`config.mk`:
```
export PLATFORM = sky130hd
export DESIGN_NAME = snap_rdreg
export DESIGN_NICKNAME = d
export VERILOG_FILES = /design/src/rtl/snap_pkg.sv /design/src/rtl/snap_decode.sv /design/src/rtl/snap_buffer.sv /design/src/rtl/snap_rdport.sv /design/src/rtl/snap_rdreg.sv
export SDC_FILE = /design/constraint.sdc
export NUM_CORES = 1
export LEC_CHECK = 0
export BUFFER_PORTS_ARGS = -buffer_cell sky130_fd_sc_hd__buf_2
export CAP_MARGIN = 25
export CORE_UTILIZATION = 30
export DETAILED_ROUTE_END_ITERATION = 7
export MAX_ROUTING_LAYER = met4
export RECOVER_POWER = 100
export SYNTH_ARGS = -nofsm -noshare
export SYNTH_HDL_FRONTEND = slang
export SYNTH_HIERARCHICAL = 1
export SYNTH_SLANG_ARGS = --single-unit
```
`constraint.sdc`:
```
create_clock -name clk -period 1.75 [get_ports clk]
set_input_delay 0.2625 -clock clk [delete_from_list [all_inputs] [get_ports clk]]
set_output_delay 0.2625 -clock clk [all_outputs]
set_load 0.02 [all_outputs]
```
`src/rtl/snap_pkg.sv`:
```
`timescale 1ns/1ps
package snap_pkg;
  typedef enum logic [1:0] {
    TRIG_SELF      = 2'd0,
    TRIG_OTHER_REG = 2'd1,
    TRIG_EXT       = 2'd2
  } trig_src_e;
endpackage

```
`src/rtl/snap_decode.sv`:
```
`timescale 1ns/1ps
module snap_decode #(
  parameter int                   ADDR_W       = 8,
  parameter int                   SUBW         = 2,
  parameter int                   SUBW_W       = 1,
  parameter logic [ADDR_W-1:0]    BASE_ADDR    = 'h10,
  parameter logic [ADDR_W-1:0]    TRIG_ADDR    = 'h20,
  parameter snap_pkg::trig_src_e  TRIG_SRC     = snap_pkg::TRIG_SELF,
  parameter bit                   EXT_ACT_HIGH = 1'b1
) (
  input  logic              rd_en,
  input  logic [ADDR_W-1:0] rd_addr,
  input  logic              ext_trig,
  output logic              hit,
  output logic [SUBW_W-1:0] idx,
  output logic              load
);
  logic [ADDR_W-1:0] off;

  always_comb begin
    off = rd_addr - BASE_ADDR;
    hit = rd_en && (rd_addr >= BASE_ADDR) && (off < ADDR_W'(SUBW));
    idx = off[SUBW_W-1:0];
  end

  always_comb begin
    case (TRIG_SRC)
      snap_pkg::TRIG_SELF:      load = rd_en && (rd_addr == BASE_ADDR);
      snap_pkg::TRIG_OTHER_REG: load = rd_en && (rd_addr == TRIG_ADDR);
      default:                  load = (ext_trig == EXT_ACT_HIGH);
    endcase
  end
endmodule

```
`src/rtl/snap_buffer.sv`:
```
`timescale 1ns/1ps
module snap_buffer #(
  parameter int REG_W = 64
) (
  input  logic             clk,
  input  logic             rst,
  input  logic             load,
  input  logic [REG_W-1:0] live,
  output logic [REG_W-1:0] buf_q
);
  always_ff @(posedge clk) begin
    if (rst)       buf_q <= '0;
    else if (load) buf_q <= live;
  end

  // a load edge captures the full live value
  p_capture_r3: assert property (@(posedge clk) disable iff (rst)
    load |=> (buf_q == $past(live)));
  // without a load the snapshot stays put
  p_hold_r4: assert property (@(posedge clk) disable iff (rst)
    !load |=> $stable(buf_q));
endmodule

```
`src/rtl/snap_rdport.sv`:
```
`timescale 1ns/1ps
module snap_rdport #(
  parameter int REG_W      = 64,
  parameter int ACC_W      = 32,
  parameter int SUBW       = 2,
  parameter int SUBW_W     = 1,
  parameter bit BYPASS_LOW = 1'b1
) (
  input  logic              clk,
  input  logic              rst,
  input  logic              rd_en,
  input  logic              hit,
  input  logic [SUBW_W-1:0] idx,
  input  logic [ACC_W-1:0]  live_low,
  input  logic [REG_W-1:0]  buf_flat,
  output logic [ACC_W-1:0]  rd_data
);
  logic [ACC_W-1:0] words [SUBW];

  for (genvar g = 0; g < SUBW; g++) begin : g_word
    assign words[g] = buf_flat[g*ACC_W +: ACC_W];
  end

  always_ff @(posedge clk) begin
    if (rst || !hit)                  rd_data <= '0;
    else if (BYPASS_LOW && idx == '0) rd_data <= live_low;
    else                              rd_data <= words[idx];
  end

  // idle cycles leave zero on the read bus
  p_idle_zero_r2: assert property (@(posedge clk) disable iff (rst)
    !rd_en |=> (rd_data == '0));
endmodule

```
`src/rtl/snap_rdreg.sv`:
```
`timescale 1ns/1ps
module snap_rdreg #(
  parameter int                  REG_W        = 64,
  parameter int                  ACC_W        = 32,
  parameter int                  NUM_FIELDS   = 4,
  parameter int                  ADDR_W       = 8,
  parameter logic [ADDR_W-1:0]   BASE_ADDR    = 'h10,
  parameter logic [ADDR_W-1:0]   TRIG_ADDR    = 'h20,
  parameter snap_pkg::trig_src_e TRIG_SRC     = snap_pkg::TRIG_SELF,
  parameter bit                  EXT_ACT_HIGH = 1'b1
) (
  input  logic                  clk,
  input  logic                  rst,
  input  logic [REG_W-1:0]      field_in,
  input  logic                  rd_en,
  input  logic [ADDR_W-1:0]     rd_addr,
  input  logic                  ext_trig,
  output logic [ACC_W-1:0]      rd_data,
  output logic [NUM_FIELDS-1:0] rd_strobe
);
  localparam int SUBW   = REG_W / ACC_W;
  localparam int SUBW_W = (SUBW > 1) ? $clog2(SUBW) : 1;
  localparam bit BYPASS = (TRIG_SRC == snap_pkg::TRIG_SELF);

  logic              hit_w, load_w;
  logic [SUBW_W-1:0] idx_w;
  logic [REG_W-1:0]  buf_w;

  snap_decode #(
    .ADDR_W(ADDR_W), .SUBW(SUBW), .SUBW_W(SUBW_W), .BASE_ADDR(BASE_ADDR),
    .TRIG_ADDR(TRIG_ADDR), .TRIG_SRC(TRIG_SRC), .EXT_ACT_HIGH(EXT_ACT_HIGH)
  ) u_decode (
    .rd_en(rd_en), .rd_addr(rd_addr), .ext_trig(ext_trig),
    .hit(hit_w), .idx(idx_w), .load(load_w)
  );

  snap_buffer #(.REG_W(REG_W)) u_buffer (
    .clk(clk), .rst(rst), .load(load_w), .live(field_in), .buf_q(buf_w)
  );

  snap_rdport #(
    .REG_W(REG_W), .ACC_W(ACC_W), .SUBW(SUBW), .SUBW_W(SUBW_W), .BYPASS_LOW(BYPASS)
  ) u_rdport (
    .clk(clk), .rst(rst), .rd_en(rd_en), .hit(hit_w), .idx(idx_w),
    .live_low(field_in[ACC_W-1:0]), .buf_flat(buf_w), .rd_data(rd_data)
  );

  assign rd_strobe = {NUM_FIELDS{load_w}};

  // a strobe cycle is always followed by a fresh snapshot
  p_strobe_sample_r7: assert property (@(posedge clk) disable iff (rst)
    (|rd_strobe) |=> (buf_w == $past(field_in)));

  if (TRIG_SRC == snap_pkg::TRIG_SELF) begin : g_chk_self
    // low sub-word bypasses the buffer
    p_bypass_r3: assert property (@(posedge clk) disable iff (rst)
      (rd_en && rd_addr == BASE_ADDR) |=> (rd_data == $past(field_in[ACC_W-1:0])));
  end else if (TRIG_SRC == snap_pkg::TRIG_OTHER_REG) begin : g_chk_other
    // trigger address is not served here
    p_trig_addr_zero_r5: assert property (@(posedge clk) disable iff (rst)
      (rd_en && rd_addr == TRIG_ADDR) |=> (rd_data == '0));
  end else begin : g_chk_ext
    // active external level raises every strobe
    p_ext_level_r6: assert property (@(posedge clk) disable iff (rst)
      (ext_trig == EXT_ACT_HIGH) |-> (&rd_strobe));
  end
endmodule

```
==> results.sh <==
export IMPL_synth_fp_nets=293
export IMPL_required_ns=1.96
export IMPL_hold_path_class="input port to flip-flop"
export IMPL_clkSinkCount=64
export IMPL_relSlewSlack_pct=61.2
export IMPL_dieArea_um2=8360
export IMPL_end_kind="flip-flop"
export IMPL_cts_max_level=3
export IMPL_grt_antenna_before_repair=0
export IMPL_pwr_density_cell_nw_per_um2=901
export IMPL_reg2reg_to="u_rdport/rd_data[10]"
export IMPL_antenna_left=0
export IMPL_ctsLongestPathBuffers=2
export IMPL_drc=0
export IMPL_worst_ep_arrival_time_ns=1.88
export IMPL_clock_fmax_mhz=599
export IMPL_dr_first_iter_drc_count=38
export IMPL_r2r_cells=2
export IMPL_crit_fanout=15
export IMPL_drive_gt1_share_pct=31.5
export IMPL_drt_wirelength_per_cell_um=12.2
export IMPL_clock_latency_ns=0.33
export IMPL_ir_worst_vdd_uv=527
export IMPL_synth_warning_count=6
export IMPL_r2r_start="u_buffer/buf_q[42]"
export IMPL_grt_setup_unrepaired="false"
export IMPL_hold_viol_final=0
export IMPL_finalClockSkew_ns=0.00606
export IMPL_cp_endpoint="u_buffer/buf_q[45]"
export IMPL_slew_viol_final=0
export IMPL_critPathKind="input port to flip-flop"
export IMPL_nets=405
export IMPL_numCtsBuffers=9
export IMPL_leakage_nw=1.35
export IMPL_setup_viol=0
export IMPL_die_w_um=91.5
export IMPL_layout_min_cycle_time_ns=1.67
export IMPL_synth_cells=217
export IMPL_placementRows=32
export IMPL_vias=1844
export IMPL_coreArea_um2=7730
export IMPL_grt_max_degree=33
export IMPL_startpoint="rd_addr[1]"
export IMPL_place_congestion=0.657
export IMPL_dr_pass1_iters=4
export IMPL_hold_slack_ns=0.162
export IMPL_antenna_cells=0
export IMPL_ios=112
export IMPL_reg2reg_slack_ns=1.12
export IMPL_grt_usage_pct=13.7
export IMPL_start_util_pct=31.1
export IMPL_status="completed"
export IMPL_overflow=0
export IMPL_syn_avg_cell_area_um2=11.1
export IMPL_wl_mm=5.29
export IMPL_synth_cell_area_um2=2400
export IMPL_area_growth_pct=31.6
export IMPL_grt_pass1_vias=1780
export IMPL_finalCritPeriodShare_pct=95.4
export IMPL_grt_first_pass_wirelength_mm=8.47
export IMPL_worst_slew_pin_slew_ns=0.582
export IMPL_max_cap_violations=0
export IMPL_path_clk_slew_ns=0.07
export IMPL_die_height_um=91.5
export IMPL_drt_vias_per_instance=4.24
export IMPL_io_buffers=110
export IMPL_total_power_mw=2.85
export IMPL_place_hpwl_mm=3.57
export IMPL_cts_tree="built"
export IMPL_startpoint_type="input port"
export IMPL_root_buffer="clkbuf_8"
-- where the power goes --
part | switching (mW) | total, mW | internal [mW]
registers | 0.000539 | 1.46 | 1.46
logic | 0.0711 | 0.165 | 0.0942
clock network | 0.542 | 1.22 | 0.682
-- layer usage --
layer	up-vias	wire, um	track usage [%]
met4	0	23	4.37
met1	834	2480	16.1
met5	-	0	-
met2	73	2390	20.8
met3	2	393	6.11
li1	935	-	-
-- repair_timing --
action / 4_1_cts / 5_1_grt
resized for setup: 0 / 0
setup endpoints to repair: 4 / 24
hold buffers: 0 / 0
pin swaps: 1 / 1
cloned: 1 / 0
buffers inserted: 4 / 0
-- placed cells by master (no fill, tap or decap), drive strengths merged --
cell,count
buf,81
nor2,65
mux2i,64
dfxtp,64
clkbuf,50
clkinv,3
bufinv,1
bufbuf,1
nand4bb,1
or4,1
nor3,1
nand2b,1
-- how the worst min path moves through the flow --
stage,from,end,slack [ns],cells past startpoint
after floorplan,field_in[0],u_rdport/rd_data[0],0.41,2
after global placement,u_buffer/buf_q[56],u_rdport/rd_data[24],0.47,2
after detailed placement,u_buffer/buf_q[34],u_rdport/rd_data[2],0.48,2
after CTS,field_in[19],u_rdport/rd_data[19],0.14,3
after global routing,field_in[7],u_rdport/rd_data[7],0.15,3
final,field_in[13],u_rdport/rd_data[13],0.16,3
-- stage by stage --
stage               setup WS [ns]  TNS (ns)  std cells  instance area, um^2  util (%)
floorplan                  0.0514         0        217                 2400         -
CTS                        0.0284         0        435                 3210      41.5
detailed placement        -0.0840    -0.409        415                 2960      38.3
global route               0.0219         0        435                 3160      40.9
global placement          -0.0679    -0.271        415                 2960      38.3
finish                     0.0803         0        435                 3160      40.9
-- sequential cells by signal, indices dropped and copies added (netlist names) --
register / cells
u_rdport/rd_data: 32
u_buffer/buf_q: 32
-- final cells by class --
| type | instances | area [um^2] |
|---|---|---|
| fill | 800 | 4570 |
| sequential | 64 | 1280 |
| multi-input combinational | 133 | 930 |
| timing repair buffer | 121 | 636 |
| clock buffer | 11 | 141 |
| tap | 102 | 128 |
| clock inverter | 4 | 45.0 |
-- worst max-delay path, stage by stage --
cell and delay, ns:
buf_2 0.09, or4_4 0.54, nor3_4 0.19, buf_4 0.14, buf_4 0.11, buf_4 0.11, buf_12 0.15, mux2i_1 0.21
nor2_1 0.05
Power figures use the tool's default switching activity.
